File: config.mk
export PLATFORM = sky130hd
export DESIGN_NAME = dual_ratio_clk_div
export DESIGN_NICKNAME = d
export VERILOG_FILES = /design/src/rtl/cdiv_pkg.sv /design/src/rtl/cdiv_en_sync.sv /design/src/rtl/cdiv_phase_fsm.sv /design/src/rtl/cdiv_wave_gen.sv /design/src/rtl/dual_ratio_clk_div.sv
export SDC_FILE = /design/constraint.sdc
export NUM_CORES = 1
export LEC_CHECK = 0
export BUFFER_PORTS_ARGS = -buffer_cell sky130_fd_sc_hd__buf_2
export CORE_AREA = 2 2 39 41
export DETAILED_ROUTE_END_ITERATION = 10
export DIE_AREA = 0 0 41 43
export GPL_TIMING_DRIVEN = 0
export PLACE_DENSITY = 0.71
export SLEW_MARGIN = 20
export SYNTH_ARGS = -nofsm -noshare
export SYNTH_HDL_FRONTEND = slang
export SYNTH_SLANG_ARGS = --single-unit
File: constraint.sdc
create_clock -name clk_in -period 2.1 [get_ports clk_in]
set_input_delay 0.105 -clock clk_in [delete_from_list [all_inputs] [get_ports clk_in]]
set_output_delay 0.105 -clock clk_in [all_outputs]
set_load 0.01 [all_outputs]
File: src/rtl/cdiv_pkg.sv
package cdiv_pkg;

    localparam int FRAME_LEN = 12;
    localparam int PHASE_W   = $clog2(FRAME_LEN);

    typedef enum logic [PHASE_W-1:0] {
        PH_00, PH_01, PH_02, PH_03, PH_04, PH_05,
        PH_06, PH_07, PH_08, PH_09, PH_10, PH_11
    } phase_t;

    // level of each candidate ratio in a given phase
    typedef struct packed {
        logic half;     // divide by 2
        logic quarter;  // divide by 4
        logic sixth;    // divide by 6
    } wave_t;

    function automatic wave_t phase_wave(input phase_t p);
        wave_t w;
        unique case (p)
            PH_00:   w = '{half: 1'b0, quarter: 1'b0, sixth: 1'b0};
            PH_01:   w = '{half: 1'b1, quarter: 1'b1, sixth: 1'b1};
            PH_02:   w = '{half: 1'b0, quarter: 1'b1, sixth: 1'b1};
            PH_03:   w = '{half: 1'b1, quarter: 1'b0, sixth: 1'b1};
            PH_04:   w = '{half: 1'b0, quarter: 1'b0, sixth: 1'b0};
            PH_05:   w = '{half: 1'b1, quarter: 1'b1, sixth: 1'b0};
            PH_06:   w = '{half: 1'b0, quarter: 1'b1, sixth: 1'b0};
            PH_07:   w = '{half: 1'b1, quarter: 1'b0, sixth: 1'b1};
            PH_08:   w = '{half: 1'b0, quarter: 1'b0, sixth: 1'b1};
            PH_09:   w = '{half: 1'b1, quarter: 1'b1, sixth: 1'b1};
            PH_10:   w = '{half: 1'b0, quarter: 1'b1, sixth: 1'b0};
            PH_11:   w = '{half: 1'b1, quarter: 1'b0, sixth: 1'b0};
            default: w = '{half: 1'b0, quarter: 1'b0, sixth: 1'b0};
        endcase
        return w;
    endfunction

endpackage

File: src/rtl/cdiv_en_sync.sv
module cdiv_en_sync (
    input  logic clk_in,
    input  logic mr,
    input  logic en_n,
    output logic run
);

    // falling-edge capture: run only changes while clk_in is low
    always_ff @(negedge clk_in or posedge mr) begin
        if (mr) run <= 1'b0;
        else    run <= ~en_n;
    end

endmodule

File: src/rtl/cdiv_phase_fsm.sv
module cdiv_phase_fsm
    import cdiv_pkg::*;
(
    input  logic   clk_in,
    input  logic   mr,
    input  logic   run,
    output phase_t phase,
    output phase_t phase_nxt,
    output logic   frame_start
);

    always_comb begin
        phase_nxt = phase;
        if (run) begin
            unique case (phase)
                PH_00:   phase_nxt = PH_01;
                PH_01:   phase_nxt = PH_02;
                PH_02:   phase_nxt = PH_03;
                PH_03:   phase_nxt = PH_04;
                PH_04:   phase_nxt = PH_05;
                PH_05:   phase_nxt = PH_06;
                PH_06:   phase_nxt = PH_07;
                PH_07:   phase_nxt = PH_08;
                PH_08:   phase_nxt = PH_09;
                PH_09:   phase_nxt = PH_10;
                PH_10:   phase_nxt = PH_11;
                PH_11:   phase_nxt = PH_00;
                default: phase_nxt = PH_00;
            endcase
        end
    end

    always_ff @(posedge clk_in or posedge mr) begin
        if (mr) phase <= PH_00;
        else    phase <= phase_nxt;
    end

    assign frame_start = (phase == PH_00);

    // a stopped divider keeps its phase
    p_freeze_r6: assert property (@(posedge clk_in) disable iff (mr)
        !run |=> $stable(phase));

    // the frame closes after twelve counted edges
    p_wrap_r4: assert property (@(posedge clk_in) disable iff (mr)
        (run && phase == PH_11) |=> (phase == PH_00));

endmodule

File: src/rtl/cdiv_wave_gen.sv
module cdiv_wave_gen
    import cdiv_pkg::*;
(
    input  logic   clk_in,
    input  logic   mr,
    input  logic   run,
    input  logic   frame_start,
    input  phase_t phase_nxt,
    input  logic   sel_a,
    input  logic   sel_b,
    output logic   out_a,
    output logic   out_b
);

    logic  sel_a_q, sel_b_q;
    logic  sel_a_eff, sel_b_eff;
    wave_t lvl;

    always_comb begin
        sel_a_eff = frame_start ? sel_a : sel_a_q;
        sel_b_eff = frame_start ? sel_b : sel_b_q;
        lvl       = phase_wave(phase_nxt);
    end

    // ratio selections are latched only when leaving the frame start
    always_ff @(posedge clk_in or posedge mr) begin
        if (mr) begin
            sel_a_q <= 1'b0;
            sel_b_q <= 1'b0;
        end else if (run && frame_start) begin
            sel_a_q <= sel_a;
            sel_b_q <= sel_b;
        end
    end

    always_ff @(posedge clk_in or posedge mr) begin
        if (mr) begin
            out_a <= 1'b0;
            out_b <= 1'b0;
        end else if (run) begin
            out_a <= sel_a_eff ? lvl.quarter : lvl.half;
            out_b <= sel_b_eff ? lvl.sixth   : lvl.quarter;
        end else begin
            out_a <= 1'b0;
            out_b <= 1'b0;
        end
    end

    // leaving the frame start raises both outputs together
    p_common_rise_r4: assert property (@(posedge clk_in) disable iff (mr)
        (run && frame_start) |=> (out_a && out_b));

    // outputs rest low while the block is stopped
    p_idle_low_r6: assert property (@(posedge clk_in) disable iff (mr)
        !run |=> (!out_a && !out_b));

    // latched ratios move only at the frame boundary
    p_sel_hold_r8: assert property (@(posedge clk_in) disable iff (mr)
        !(run && frame_start) |=> ($stable(sel_a_q) && $stable(sel_b_q)));

endmodule

File: src/rtl/dual_ratio_clk_div.sv
module dual_ratio_clk_div
    import cdiv_pkg::*;
(
    input  logic clk_in,
    input  logic mr,
    input  logic en_n,
    input  logic sel_a,
    input  logic sel_b,
    output logic out_a,
    output logic out_b
);

    logic   run;
    logic   frame_start;
    phase_t phase;
    phase_t phase_nxt;

    cdiv_en_sync u_en_sync (
        .clk_in (clk_in),
        .mr     (mr),
        .en_n   (en_n),
        .run    (run)
    );

    cdiv_phase_fsm u_phase_fsm (
        .clk_in      (clk_in),
        .mr          (mr),
        .run         (run),
        .phase       (phase),
        .phase_nxt   (phase_nxt),
        .frame_start (frame_start)
    );

    cdiv_wave_gen u_wave_gen (
        .clk_in      (clk_in),
        .mr          (mr),
        .run         (run),
        .frame_start (frame_start),
        .phase_nxt   (phase_nxt),
        .sel_a       (sel_a),
        .sel_b       (sel_b),
        .out_a       (out_a),
        .out_b       (out_b)
    );

    // a rising edge after a stopped falling edge leaves the phase alone
    p_run_gate_r5: assert property (@(posedge clk_in) disable iff (mr)
        (!run && phase == PH_00) |=> (phase == PH_00));

endmodule

# Word-level counts from Yosys, hierarchy flattened
# Memory sizes are Yosys's and may differ from the RTL's.
# Cells that the tools add are included.
dict set report word_totals {
  reg_bits 9
  latch_bits 0
  ram_bits 0
  mem_bits_ro 112
  inputBits 5
  output_inout_bits 2
  word_cells 18
  n_memories 2
}
# memory depth word_bits rd rd_ports_with_merged_regs write_ports line_no
set memory_table {}
lappend memory_table {{(no name shown)} 16 4 1 0 0 cdiv_phase_fsm.sv:15} ;# unique case (phase)
lappend memory_table {{(no name shown)} 16 3 1 0 0 cdiv_pkg.sv:20} ;# unique case (p)
dict set report classes {
  addsub 0
  mul 0
  div 0
  order_cmp 0
  eq_ne 0
  shift 0
  muxes 7
  bitwise 1
  n_reduce_logical 2
}
# cell n
set op_table {}
lappend op_table {{$mux 1} 6}
lappend op_table {{$logic_not 4->1} 1}
lappend op_table {{$mux 4} 1}
lappend op_table {{$logic_and 1x1->1} 1}
lappend op_table {{$not 1->1} 1}

# Longest topological paths before layout
# Gate-level depths: netlist (run 1).
# An unclocked memory read counts as a cell.
dict set report depth {
  word_depth 5
  depth_mapped 10
}

# Modules after synthesis
# A second synthesis (run 1) with hierarchy kept.
dict set report hier_totals {
  hier_cells 55
  hier_area_um2 538.0
}
# module n_inst cells_per_inst area_each_um2
set modules_own_cells {}
lappend modules_own_cells {cdiv_wave_gen 1 26 254.0}
lappend modules_own_cells {cdiv_phase_fsm 1 26 251.5}
lappend modules_own_cells {cdiv_en_sync 1 3 32.5}

==> results of run 1 <==
worst min-delay path by stage:
stage,from,to,slack (ns),depth (start not counted)
6_report,sel_a,u_wave_gen.sel_a_q,0.09,2
5_1_grt,sel_a,u_wave_gen.sel_a_q,0.09,2
4_1_cts,sel_a,u_wave_gen.sel_a_q,0.08,2
3_5_place_dp,mr,u_wave_gen.sel_a_q,0.09,2
3_3_place_gp,mr,u_wave_gen.out_a,0.08,2
2_1_floorplan,mr,u_phase_fsm.phase[0],-0.07,1
power by group through the flow:
stage | sequential [mW] | combinational (mW) | clock [mW]
final | 0.294 | 0.702 | 0.140
after global routing | 0.305 | 0.762 | 0.150
after CTS | 0.290 | 0.615 | 0.140
after detailed placement | 0.292 | 0.542 | 0
after global placement | 0.290 | 0.534 | 0
after floorplan | 0.292 | 0.432 | 0
state kept, by name, indices dropped and copies added (netlist names):
register	cells
u_en_sync.run	1
u_phase_fsm.phase	4
u_wave_gen.out_a	1
u_wave_gen.out_b	1
u_wave_gen.sel_a_q	1
u_wave_gen.sel_b_q	1
cells by family (layout without fill, tap and decap cells):
family / Yosys count / after routing / share of synthesized area
and+or+nand+nor: 17 / 17 / 0.1639
DFF: 9 / 9 / 0.3688
AOI/OAI and AO/OA: 16 / 16 / 0.1885
buffers and inverters: 11 / 29 / 0.08811
muxes: 5 / 5 / 0.08811
adders and majority gates: 5 / 5 / 0.1025
per-layer routing:
metal / GRT usage / wire length [microns] / share of wire / vias up
li1: - / - / - / 257
met1: 0.2475 / 639 / 0.41 / 268
met2: 0.2875 / 790 / 0.51 / 26
met3: 0.09424 / 100 / 0.064 / 4
met4: 0.1200 / 30 / 0.019 / 0
met5: 0 / 0 / 0 / -
worst max-delay path, cell delays in order (launching register included):
cell and delay (ns):
dfrtn_1 0.36, buf_6 0.14, a21boi_2 0.15, mux2_4 0.30
ha_4 0.17, or3_1 0.31, a31oi_1 0.18, o21ai_1 0.10
repair_timing:
item,in CTS,in global routing
resized for setup,10,5
pin swaps,1,1
hold endpoints to repair,8,0
setup buffers,5,2
hold buffers,1,0
setup endpoints to repair,6,6
cells in the final DEF (no fill, tap or decap), types with 2 or more instances in the layout:
master and count:
a31oi_1 3, buf_2 6, buf_4 6, buf_6 4, clkbuf_4 3, dfrtp_1 8, ha_1 3, ha_4 2
inv_1 5, inv_2 3, mux2_4 3, mux2i_1 2, nand2_1 3, nand2b_1 2, nor2_1 3, nor3_1 2
o211a_1 2, o21ai_0 2, o21ai_1 2
layout make-up:
class                      count  area share
clock buffer                   4     0.03148
timing repair buffer          14      0.1199
multi-input combinational     43      0.4828
sequential                     9      0.2699
buffer                         3     0.03598
inverter                       8     0.03598
tap                           16     0.02399
metrics by stage:
step	total power, mW	util	area (sq um)	std cells
finish	1.136	0.6031	834.6	97
global placement	0.8234	0.4955	685.7	85
global route	1.217	0.6031	834.6	97
floorplan	0.7234	-	635.6	63
CTS	1.045	0.5750	795.8	95
detailed placement	0.8346	0.4955	685.7	85
==> results.md, run 1 <==
* Hold Crit Class: input pin to flip-flop
* Num Clock Sinks at 9
* Iteration-0 DRC Markers at 11
* Cell Pwr Density at 1361 nW/um^2
* FILL cells at 111
* Worst path required time at 2.24 ns
* Worst Reg-to-Reg Cells at 7
* Nets at 92
* Register area at 225.2 sq um
* Top post-synthesis cells by area: dfrtp_1 33%, ha_1 10%, mux2_2 5.5%
* Syn Area/Cell at 9.692 sq um
* Mapped Nets at 73
* Async S/R FF share, synth at 1.000
* Critical Path End Type: flip-flop
* Slew headroom at 0.7594
* Main synth FF type: dfrtp_1
* Die ar. at 1763 sq um
* Core Region at 1384 sq um
* Crit path from: u_en_sync.run
* CTS tree: done
* Status: finished, violations left
* Share of post-route cells with drive strength above 1 at 0.3951
* Root buf cell: clkbuf_4
* Area of the multi-input gates at 402.9 sq um
* Row cnt at 14
* Synth Cell Area at 610.6 sq um
* Post-Route WL at 1560 microns
* GRT Total Usage at 0.2055
* Critical Path AT at 3.04 ns
* Failing checks: negative setup slack
* DR pass1 iterations at 4
* Post-synth cell types at 29
* Largest net degree at the start of global routing at 11
* Gate power share at 0.618
* Initial core utilization at 0.4412
* Internal Power at 0.6537 mW
* Crit Path Class: flip-flop to flip-flop
* Dominant cell type by area after synthesis: dfrtp_1
* Worst Tran Pin Value at 0.3605 ns
* Final hold vios at 0
* Clock Latency Late Sink at 0.28 ns
* Sequential share of power at 0.259
* Initial antenna violation count at 0
* Chip width at 41 microns
* CTS clk-pin slew, worst paths at 0.07 ns
* Seq/Total Area, Yosys at 0.3689
* Count of pins over their slew limit at 0
* Yosys top cell area share at 0.3279
* Die Y at 43 microns
* Number of synthesized flops with an enable pin at 0
* CTS buffer count at 3
* Final setup viols at 6
* Average wire per standard cell at 16.08 microns
* Critical Path End: u_wave_gen.out_b
* CP max FO at 4
* GPL Wtd Cong at 0.8176
* Post-route ant nets at 0
* Commonest cells post-synth: 8 x dfrtp_1, 8 x inv_1, 5 x ha_1
* Syn. warnings at 0
* Leakage at 0.4012 nW
* Yosys reg bits at 9
* Fin Hold WS at 0.08517 ns
* DPL Wire Length at 877.5 microns
* Worst r2r src: u_en_sync.run
* Max Root-Sink Buffers at 2
* Post-route DRC at 0
* Switch Pwr at 0.4824 mW
* Via Count at 555
* Syn Inst Count at 63
* First-pass GRT wire length at 2380 microns
* Top Ports at 7
* Max Clock Skew at 0.01263 ns
* Sw Share at 0.4246
* CP startpoint kind: flip-flop
* Port bufs at 6
* RSZ-0062 raised after global routing: yes
* Worst IR drop on VDD at 0.0006737 V
* Setup WS pre-CTS at -0.8291 ns
* Ant diodes at 0
* Maxcap violations at 0
* Gr ovfl total at 0
* R2r setup slk at -0.80 ns
* R2R Path End: u_wave_gen.out_b
* Setup ws final at -0.8032 ns
* Setup tns final at -1.920 ns
* Clock share of power at 0.123
* Vias/cell at 5.722
* H-tree depth at 1
* Vias in the first global route at 568
* Synthesis-to-layout area growth at 36.68%
(Power assumes the default switching activity.)
==> run 2, diff against run 1 <==
- HOLD_SLACK_MARGIN: default -> 0.15
==> run 2 against run 1 <==
- the run still ends with negative setup slack left
- clock skew is 0.0034 ns lower
- non-clock buffer count grew 2
- critical endpoint unchanged
- register-to-register slack worse by 0.03 ns
==> results.md, run 2 (synthesized netlist as in run 1, its figures left out) <==
* Status: finished, violations left
* Failing checks: negative setup slack
* Die Y at 43 microns
* Count of pins over their slew limit at 0
* Final hold vios at 0
* Average wire per standard cell at 16.93 microns
* Most common cell after layout, fill and taps aside: dfrtp_1
* Nets at 94
* Share of post-route cells with drive strength above 1 at 0.3855
* Initial core utilization at 0.4412
* Most frequent cells in the layout: 8 x dfrtp_1, 6 x buf_4, 6 x buf_2, 5 x inv_1, 4 x buf_6
* R2r setup slk at -0.83 ns
* CTS clk-pin slew, worst paths at 0.06 ns
* Leakage at 0.4096 nW
* DR pass1 iterations at 4
* Biggest register: u_phase_fsm.phase
* Iteration-0 DRC Markers at 18
* Worst Tran Pin Value at 0.3708 ns
* Clock Latency Late Sink at 0.27 ns
* Max Root-Sink Buffers at 2
* Post-route DRC at 0
* Placed cells at 85
* Vias in the first global route at 575
* Maxcap violations at 0
* DPL Wire Length at 877.5 microns
* Crit Path Class: flip-flop to flip-flop
* Max reg flops at 4
* Switch Pwr at 0.5009 mW
* Row cnt at 14
* GPL Wtd Cong at 0.8176
* Fin Hold WS at 0.3678 ns
* Sequential share of power at 0.253
* Synthesis-to-layout area growth at 39.96%
* Gr ovfl total at 0
* Max Clock Skew at 0.009240 ns
* Worst r2r src: u_en_sync.run
* Sw Share at 0.4319
* First-pass GRT wire length at 2421 microns
* Setup WS pre-CTS at -0.8291 ns
* R2R Path End: u_wave_gen.out_b
* CP startpoint kind: flip-flop
* Vias/cell at 6.071
* Ant diodes at 0
* CP max FO at 4
* Hold Crit Class: input pin to asynchronous set/reset pin
* Crit path from: u_en_sync.run
* Via Count at 601
* Final Util at 0.6175
* Critical Path AT at 3.07 ns
* Worst Reg-to-Reg Cells at 7
* Worst path required time at 2.24 ns
* Critical Path End: u_wave_gen.out_b
* Cell Pwr Density at 1357 nW/um^2
* Die ar. at 1763 sq um
* Port bufs at 6
* Core Region at 1384 sq um
* Final setup viols at 5
* RSZ-0062 raised after global routing: yes
* Gate power share at 0.627
* Num Clock Sinks at 9
* Setup ws final at -0.8302 ns
* Initial antenna violation count at 0
* Largest net degree at the start of global routing at 11
* CTS buffer count at 3
* CTS tree: done
* Slew headroom at 0.7525
* Clock share of power at 0.120
* Internal Power at 0.6588 mW
* Cell Count, Final, Fillers Out at 99
* Root buf cell: clkbuf_4
* Post-Route WL at 1676 microns
* H-tree depth at 1
* Worst IR drop on VDD at 0.0006498 V
* GRT Total Usage at 0.2095
* Chip width at 41 microns
* Post-route ant nets at 0
* Critical Path End Type: flip-flop
* Top Ports at 7
[run 2: cell types whose count changed in the layout (fill, tap and decap cells not counted)]
cell,before,now
dlygate4sd3_1,1,3
[run 2: worst min path at each step]
| stage | slack [ns] | endpoint | cells past startpoint | start |
|---|---|---|---|---|
| 6_report | 0.37 | u_wave_gen.sel_a_q | 3 | mr |
| 5_1_grt | 0.41 | u_wave_gen.sel_a_q | 3 | mr |
| 4_1_cts | 0.36 | u_wave_gen.sel_a_q | 3 | mr |
| 3_5_place_dp | 0.09 | u_wave_gen.sel_a_q | 2 | mr |
| 3_3_place_gp | 0.08 | u_wave_gen.out_a | 2 | mr |
| 2_1_floorplan | -0.07 | u_phase_fsm.phase[0] | 1 | mr |
[run 2: routing by layer]
metal	vias to the layer above	share of wire	track usage
met5	-	0	0
met4	0	0.054	0.1267
met3	18	0.073	0.09424
met2	39	0.48	0.2969
met1	281	0.39	0.2475
li1	263	-	-
[run 2: repair_timing]
| action | in CTS | in global routing |
|---|---|---|
| hold buffers | 3 | 0 |
| gates resized for setup | 10 | 5 |
| setup endpoints to repair | 6 | 6 |
| pin swaps | 1 | 1 |
| buffers inserted | 5 | 2 |
| endpoints found under the hold margin | 10 | 0 |
[run 2: area by class of cell]
type,instances,area [sq um]
fill,108,529.3
clock buffer,4,26.28
multi-input combinational,43,402.9
tap,16,20.02
sequential,9,225.2
timing repair buffer,16,120.1
buffer,3,30.03
inverter,8,30.03
[run 2: critical path, stage by stage (launching register included)]
cell      delay (ns)
dfrtn_1         0.36
buf_6           0.13
a21boi_2        0.15
mux2_4          0.30
ha_4            0.18
or3_1           0.33
a31oi_1         0.19
o21ai_1         0.10
[run 2: power by group through the flow]
stage	clock network, mW	registers (mW)	logic (mW)
after floorplan	0	0.292	0.432
after global placement	0	0.290	0.534
after detailed placement	0	0.292	0.542
after CTS	0.140	0.290	0.618
after global routing	0.150	0.305	0.772
final	0.139	0.294	0.727
[run 2: stage by stage]
stage	area, sq um	setup TNS [ns]	power, mW
after global placement	685.7	-1.770	0.8234
after global routing	854.6	-2.077	1.227
final	854.6	-1.925	1.160
after CTS	815.8	-1.463	1.048
after floorplan	635.6	-1.131	0.7234
after detailed placement	685.7	-1.732	0.8346
